[src/rtl/dpll_lf_pkg.sv]
package dpll_lf_pkg;

    typedef enum logic [1:0] {
        MODE_RESET = 2'd0,
        MODE_ACQ   = 2'd1,
        MODE_LOCK  = 2'd2
    } lf_mode_e;

    typedef struct packed {
        lf_mode_e mode;
        logic     qnc_en;
    } lf_ctrl_t;

    function automatic longint clamp_l(input longint v, input longint lo, input longint hi);
        if (v < lo) return lo;
        if (v > hi) return hi;
        return v;
    endfunction

    function automatic longint smax_l(input int w);
        return (longint'(1) <<< (w - 1)) - 1;
    endfunction

    function automatic longint smin_l(input int w);
        return -(longint'(1) <<< (w - 1));
    endfunction

endpackage

[src/rtl/dpll_lf_seq.sv]
module dpll_lf_seq import dpll_lf_pkg::*; #(
    parameter int ERR_W    = 10,
    parameter int LOCK_THR = 8,
    parameter int LOCK_CYC = 16
) (
    input  logic                    clk,
    input  logic                    rst,
    input  logic                    run,
    input  logic signed [ERR_W-1:0] phase_err,
    output lf_ctrl_t                ctrl
);
    localparam int CNT_W = (LOCK_CYC > 1) ? $clog2(LOCK_CYC) : 1;

    logic [CNT_W-1:0] qual_cnt;
    logic             in_band;

    always_comb begin
        in_band = (longint'(phase_err) < longint'(LOCK_THR)) &&
                  (longint'(phase_err) > -longint'(LOCK_THR));
    end

    always_ff @(posedge clk) begin
        if (rst || !run) begin
            ctrl.mode   <= MODE_RESET;
            ctrl.qnc_en <= 1'b0;
            qual_cnt    <= '0;
        end else begin
            case (ctrl.mode)
                MODE_RESET: begin
                    ctrl.mode   <= MODE_ACQ;
                    ctrl.qnc_en <= 1'b0;
                    qual_cnt    <= '0;
                end
                MODE_ACQ: begin
                    if (in_band) begin
                        if (qual_cnt == CNT_W'(LOCK_CYC - 1)) begin
                            ctrl.mode   <= MODE_LOCK;
                            ctrl.qnc_en <= 1'b1;
                            qual_cnt    <= '0;
                        end else begin
                            qual_cnt <= qual_cnt + 1'b1;
                        end
                    end else begin
                        qual_cnt <= '0;
                    end
                end
                MODE_LOCK: begin
                    ctrl.mode   <= MODE_LOCK;
                    ctrl.qnc_en <= 1'b1;
                end
                default: begin
                    ctrl.mode   <= MODE_RESET;
                    ctrl.qnc_en <= 1'b0;
                    qual_cnt    <= '0;
                end
            endcase
        end
    end
endmodule

[src/rtl/dpll_lf_coarse.sv]
module dpll_lf_coarse import dpll_lf_pkg::*; #(
    parameter int ERR_W  = 10,
    parameter int CACC_W = 16,
    parameter int C_SH   = 4,
    parameter int CDAC_W = 10,
    parameter int FF_SH  = 1
) (
    input  logic                    clk,
    input  logic                    rst,
    input  lf_mode_e                mode,
    input  logic signed [ERR_W-1:0] phase_err,
    output logic [CDAC_W-1:0]       coarse_dac,
    output logic signed [ERR_W-1:0] div_ff
);
    localparam longint CMID = longint'(1) <<< (CDAC_W - 1);
    localparam longint CTOP = (longint'(1) <<< CDAC_W) - 1;

    logic signed [CACC_W-1:0] cacc;
    longint                   cacc_sum;
    longint                   code;

    always_comb begin
        cacc_sum = clamp_l(longint'(cacc) + longint'(phase_err), smin_l(CACC_W), smax_l(CACC_W));
        code     = clamp_l((longint'(cacc) >>> C_SH) + CMID, 0, CTOP);
    end

    assign coarse_dac = CDAC_W'(code);

    always_ff @(posedge clk) begin
        if (rst) begin
            cacc   <= '0;
            div_ff <= '0;
        end else begin
            case (mode)
                MODE_ACQ: begin
                    cacc   <= CACC_W'(cacc_sum);
                    div_ff <= phase_err >>> FF_SH;
                end
                MODE_LOCK: begin
                    div_ff <= '0;
                end
                default: begin
                    cacc   <= '0;
                    div_ff <= '0;
                end
            endcase
        end
    end
endmodule

[src/rtl/dpll_lf_fine.sv]
module dpll_lf_fine import dpll_lf_pkg::*; #(
    parameter int ERR_W  = 10,
    parameter int FACC_W = 18,
    parameter int K1_SH  = 6,
    parameter int K2_SH  = 2,
    parameter int A_SH   = 3,
    parameter int FW     = 16
) (
    input  logic                    clk,
    input  logic                    rst,
    input  lf_mode_e                mode,
    input  logic signed [ERR_W-1:0] phase_err,
    output logic signed [FW-1:0]    fine_word
);
    logic signed [FACC_W-1:0] facc;
    longint                   facc_n;
    longint                   lead_lag;
    longint                   iir_n;

    always_comb begin
        facc_n   = clamp_l(longint'(facc) + longint'(phase_err), smin_l(FACC_W), smax_l(FACC_W));
        lead_lag = clamp_l((facc_n >>> K1_SH) + (longint'(phase_err) <<< K2_SH),
                           smin_l(FW), smax_l(FW));
        iir_n    = longint'(fine_word) + ((lead_lag - longint'(fine_word)) >>> A_SH);
    end

    always_ff @(posedge clk) begin
        if (rst || mode != MODE_LOCK) begin
            facc      <= '0;
            fine_word <= '0;
        end else begin
            facc      <= FACC_W'(facc_n);
            fine_word <= FW'(iir_n);
        end
    end
endmodule

[src/rtl/dpll_lf_sdm.sv]
module dpll_lf_sdm import dpll_lf_pkg::*; #(
    parameter int FW    = 16,
    parameter int DAC_W = 10
) (
    input  logic                 clk,
    input  logic                 rst,
    input  lf_mode_e             mode,
    input  logic signed [FW-1:0] fine_word,
    output logic [DAC_W-1:0]     fine_dac
);
    localparam int     DROP = FW - DAC_W;
    localparam longint HALF = longint'(1) <<< (FW - 1);
    localparam longint DTOP = (longint'(1) <<< DAC_W) - 1;
    localparam logic [DAC_W-1:0] DMID = DAC_W'(longint'(1) <<< (DAC_W - 1));

    generate
        if (DROP > 0) begin : g_shaped
            logic [DROP-1:0] resid;
            longint          total;
            longint          quant;

            always_comb begin
                total = longint'(fine_word) + HALF + longint'(resid);
                quant = clamp_l(total >>> DROP, 0, DTOP);
            end

            always_ff @(posedge clk) begin
                if (rst || mode != MODE_LOCK) begin
                    resid    <= '0;
                    fine_dac <= DMID;
                end else begin
                    resid    <= DROP'(total);
                    fine_dac <= DAC_W'(quant);
                end
            end
        end else begin : g_direct
            longint quant;

            always_comb begin
                quant = clamp_l(longint'(fine_word) + HALF, 0, DTOP);
            end

            always_ff @(posedge clk) begin
                if (rst || mode != MODE_LOCK) begin
                    fine_dac <= DMID;
                end else begin
                    fine_dac <= DAC_W'(quant);
                end
            end
        end
    endgenerate
endmodule

[src/rtl/dpll_loop_filter.sv]
module dpll_loop_filter import dpll_lf_pkg::*; #(
    parameter int ERR_W    = 10,
    parameter int CACC_W   = 16,
    parameter int C_SH     = 4,
    parameter int CDAC_W   = 10,
    parameter int FF_SH    = 1,
    parameter int FACC_W   = 18,
    parameter int K1_SH    = 6,
    parameter int K2_SH    = 2,
    parameter int A_SH     = 3,
    parameter int FW       = 16,
    parameter int DAC_W    = 10,
    parameter int LOCK_THR = 8,
    parameter int LOCK_CYC = 16
) (
    input  logic                    clk,
    input  logic                    rst,
    input  logic                    run,
    input  logic signed [ERR_W-1:0] phase_err,
    output logic [1:0]              mode,
    output logic                    qnc_en,
    output logic [CDAC_W-1:0]       coarse_dac,
    output logic signed [ERR_W-1:0] div_ff,
    output logic [DAC_W-1:0]        fine_dac
);
    lf_ctrl_t                 ctrl;
    logic signed [FW-1:0]     fine_word;

    dpll_lf_seq #(
        .ERR_W(ERR_W), .LOCK_THR(LOCK_THR), .LOCK_CYC(LOCK_CYC)
    ) u_seq (
        .clk(clk), .rst(rst), .run(run), .phase_err(phase_err), .ctrl(ctrl)
    );

    dpll_lf_coarse #(
        .ERR_W(ERR_W), .CACC_W(CACC_W), .C_SH(C_SH), .CDAC_W(CDAC_W), .FF_SH(FF_SH)
    ) u_coarse (
        .clk(clk), .rst(rst), .mode(ctrl.mode), .phase_err(phase_err),
        .coarse_dac(coarse_dac), .div_ff(div_ff)
    );

    dpll_lf_fine #(
        .ERR_W(ERR_W), .FACC_W(FACC_W), .K1_SH(K1_SH), .K2_SH(K2_SH), .A_SH(A_SH), .FW(FW)
    ) u_fine (
        .clk(clk), .rst(rst), .mode(ctrl.mode), .phase_err(phase_err), .fine_word(fine_word)
    );

    dpll_lf_sdm #(
        .FW(FW), .DAC_W(DAC_W)
    ) u_sdm (
        .clk(clk), .rst(rst), .mode(ctrl.mode), .fine_word(fine_word), .fine_dac(fine_dac)
    );

    assign mode   = ctrl.mode;
    assign qnc_en = ctrl.qnc_en;
endmodule

[config.mk]
export PLATFORM = sky130hd
export DESIGN_NAME = dpll_loop_filter
export DESIGN_NICKNAME = d
export VERILOG_FILES = /design/src/rtl/dpll_lf_pkg.sv /design/src/rtl/dpll_lf_seq.sv /design/src/rtl/dpll_lf_coarse.sv /design/src/rtl/dpll_lf_fine.sv /design/src/rtl/dpll_lf_sdm.sv /design/src/rtl/dpll_loop_filter.sv
export SDC_FILE = /design/constraint.sdc
export NUM_CORES = 1
export LEC_CHECK = 0
export BUFFER_PORTS_ARGS = -buffer_cell sky130_fd_sc_hd__buf_2
export CAP_MARGIN = 20
export CORE_MARGIN = 2
export CORE_UTILIZATION = 53
export DETAILED_ROUTE_END_ITERATION = 8
export PLACE_DENSITY_LB_ADDON = 0.15
export SLEW_MARGIN = 20
export SYNTH_ARGS = -nofsm -noshare
export SYNTH_HDL_FRONTEND = slang
export SYNTH_SLANG_ARGS = --single-unit
[constraint.sdc]
create_clock -name clk -period 13.68 [get_ports clk]
set_input_delay 1.368 -clock clk [delete_from_list [all_inputs] [get_ports clk]]
set_output_delay 1.368 -clock clk [all_outputs]
set_load 0.1 [all_outputs]
==> flow_metrics.py <==
metrics = {
    "run_status": {
        "outcome": "finished clean",
    },
    "place": {
        "gp_congestion": 0.8821,
        "numPortBuffers": 45,
        "placed_cell_area_mm2": 0.008138,
        "hpwl_um": 13960,
    },
    "routing": {
        "drc": 0,
        "routed_wl_um": 18170,
        "ant_nets": 0,
        "drt_iter0_drc": 363,
        "vias": 6715,
        "viasPerCell": 5.710,
        "dr.pass1.iters": 4,
        "routedWlPerCell_um": 15.45,
    },
    "timing": {
        "rsz0062_at_grt": "false",
        "drv_slew": 0,
        "hold_slack_ns": 0.4806,
        "period_needed_ns": 11.79,
        "relSlewSlack": 0.4418,
        "setup_viol": 0,
        "clock-skew-final_ns": 0.009656,
        "max_slew.worst_pin.slew_ns": 0.8267,
        "fin_setup_tns_ns": 0,
        "finalHoldViolations": 0,
        "finalCritPeriodShare": 0.8622,
        "timing.fmax_mhz": 84.79,
    },
    "worst_setup_path": {
        "critPathTopFamily": "simple AND/OR/NAND/NOR gates",
        "slowest_stage": "or4_1",
        "worst-setup-path-type": "input port to flop",
        "cp_data_arrival_time_ns": 12.09,
        "cp_slowest_stage_delay_ns": 0.51,
        "path_buf_inv": 3,
        "reg2reg_slack_ns": 2.93,
        "crit_fanout": 27,
        "cpMostUsedCell": "a21oi_1",
        "cp-end-kind": "flop",
        "required_ns": 13.98,
        "critPathLaunchType": "input port",
    },
    "power_and_ir_drop": {
        "irDropWorstVdd_uv": 58.35,
        "cellLeakagePower_nw": 3.652,
        "total_power_mw": 0.8948,
        "powerDensity_mw_per_mm2": 105.9,
    },
    "synthesis": {
        "syn_area_mm2": 0.007731,
        "yosys_most_used_dff": "dfxtp_1",
        "ys_warn_count": 0,
        "syn_avg_cell_area_um2": 8.155,
        "ys_async_sr_fraction": 0,
        "yosysSeqAreaShare": 0.2097,
        "synth_seq_cells": 81,
        "syn_nets": 1080,
        "yosys.cell_types.count": 83,
        "synth_edf_count": 0,
        "synthCells": 948,
    },
    "min_path": {
        "min_path_type": "flop to flop",
    },
    "job": {
        "cap_violations": 0,
    },
    "layout": {
        "diodes": 0,
        "regArea_mm2": 0.001622,
        "drive_gt1_frac": 0.09778,
        "area_growth_syn_to_layout_pct": 9.322,
        "mostFrequentLayoutCells": "nor2_1 (109), a21oi_1 (99), ha_1 (92)",
        "nNetsFinal": 1119,
        "final_common_cell": "nor2_1",
        "final_area_mm2": 0.008452,
        "layout.filler_cells": 1327,
        "post-route-util": 0.5882,
        "multiInputGateArea_mm2": 0.005809,
    },
    "clock_network": {
        "cts_buffers": 9,
        "path_clk_slew_ns": 0.07,
        "cts_max_level": 3,
        "clock_latency_ns": 0.36,
        "postCtsSetupBuffers": 0,
        "hold_buffers": 0,
        "clock_sinks": 81,
        "cts_buffer_depth": 2,
        "cts_tree": "done",
        "cts_resized": 0,
        "clock-root-buffer": "clkbuf_16",
    },
    "global_routing": {
        "grt_pass1_wl_um": 30630,
        "grt_max_degree": 31,
        "grt_pass1_vias": 6335,
        "track_usage": 0.2383,
        "antenna_found_initial": 0,
        "grt_overflow": 0,
    },
    "floorplan": {
        "die_area_mm2": 0.01557,
        "dieWidth_um": 124.8,
        "io_pins": 46,
        "core_area_mm2": 0.01437,
        "rows": 44,
        "die_y_um": 124.8,
        "start_util": 0.5381,
    },
}
-- routing by layer --
metal	GRT usage	part of all wire	wire, µm
met5	0	0	0
met4	0.07204	0.018	328
met3	0.03866	0.028	509
met2	0.3915	0.46	8441
met1	0.3225	0.49	8886
-- stage by stage --
step           cells  setup slack [ns]
2_1_floorplan    948             2.278
3_3_place_gp    1160             1.854
6_report        1176             1.886
5_1_grt         1176             1.015
4_1_cts         1176             1.912
3_5_place_dp    1160             1.563
-- layout make-up --
cell class | count | share of cell area
inverter | 52 | 0.02309
clock buffer | 9 | 0.02665
timing repair buffer | 53 | 0.03375
tap | 184 | 0.02724
multi-input combinational | 790 | 0.6873
clock inverter | 7 | 0.01007
sequential | 81 | 0.1919
-- power breakdown --
part	switching, mW	leakage [nW]	internal, mW
clock	0.113	0.153	0.145
sequential	0.00379	0.654	0.240
combinational	0.240	2.85	0.153
total	0.357	3.65	0.538
-- flip-flops by register name (all words and copies together), names as in the netlist --
register and cells:
u_seq.qual_cnt 4, u_seq.ctrl 2, u_coarse.cacc 16, u_coarse.div_ff 9, u_fine.fine_word 16, u_sdm.fine_dac 10, u_sdm.g_shaped.resid 6, u_fine.facc 18
-- synthesized netlist by cell type (3+ instances only) --
| cell type | instances | area share |
|---|---|---|
| and2_1 | 15 | 0.012 |
| nor4_1 | 4 | 0.0032 |
| nor4bb_1 | 4 | 0.0052 |
| clkbuf_1 | 19 | 0.0092 |
| o311ai_0 | 3 | 0.0034 |
| nor4b_1 | 3 | 0.0034 |
| xor2_1 | 28 | 0.032 |
| a211oi_2 | 3 | 0.0049 |
| a211o_1 | 6 | 0.0068 |
| dfxtp_1 | 81 | 0.21 |
| nand3_1 | 26 | 0.017 |
| o21ai_0 | 46 | 0.030 |
| nor3_1 | 25 | 0.016 |
| or2_2 | 3 | 0.0024 |
| o21ai_1 | 3 | 0.0019 |
| nor2_1 | 109 | 0.053 |
| o31ai_1 | 4 | 0.0039 |
| nand2_1 | 56 | 0.027 |
| a21o_1 | 24 | 0.023 |
| fa_1 | 27 | 0.070 |
| nand4b_1 | 3 | 0.0034 |
| inv_1 | 51 | 0.025 |
| xnor2_1 | 39 | 0.044 |
| a31oi_1 | 5 | 0.0040 |
| and3_1 | 10 | 0.0081 |
| or4_1 | 3 | 0.0029 |
| ha_1 | 92 | 0.15 |
| a211oi_1 | 6 | 0.0058 |
| maj3_1 | 6 | 0.0078 |
| o21a_1 | 24 | 0.023 |
| nand2b_1 | 16 | 0.013 |
| nand4_1 | 8 | 0.0065 |
| mux2i_1 | 5 | 0.0065 |
| and4_1 | 3 | 0.0034 |
| nor2b_1 | 12 | 0.0097 |
| o21bai_1 | 11 | 0.011 |
| o211ai_1 | 8 | 0.0078 |
| a21oi_1 | 100 | 0.065 |
-- cells by family (layout without fill, tap and decap cells) --
family / after synthesis / count (layout) / synth area share
adder cells (fa/ha/maj): 125 / 125 / 0.2266
flip-flops: 81 / 81 / 0.2097
AND/OR/NAND/NOR: 317 / 317 / 0.2070
XOR/XNOR: 67 / 67 / 0.07590
multiplexers: 6 / 6 / 0.007930
buffers and inverters: 77 / 121 / 0.03965
AO/OA/AOI/OAI: 275 / 275 / 0.2332
-- worst paths after layout --
kind,startpoint,end,cells past startpoint
setup / recovery,phase_err[9],u_fine.fine_word[15]$_SDFF_PP0_,49
hold / removal,u_coarse.cacc[0]$_SDFFE_PP0P_,u_coarse.cacc[0]$_SDFFE_PP0P_,2
setup reg to reg,u_fine.facc[1]$_SDFF_PP0_,u_fine.fine_word[15]$_SDFF_PP0_,48
hold reg to reg,u_coarse.cacc[0]$_SDFFE_PP0P_,u_coarse.cacc[0]$_SDFFE_PP0P_,2
-- worst register-to-register path, delay by kind of cell (launching register included) --
| kind | cells | cell delay [ns] |
|---|---|---|
| compound gates | 21 | 4.25 |
| buf+inv | 1 | 0.22 |
| fa+ha+maj | 5 | 1.65 |
| simple gates | 19 | 4.01 |
| flops | 1 | 0.33 |
| xor+xnor | 2 | 0.26 |
(Power assumes the default switching activity.)
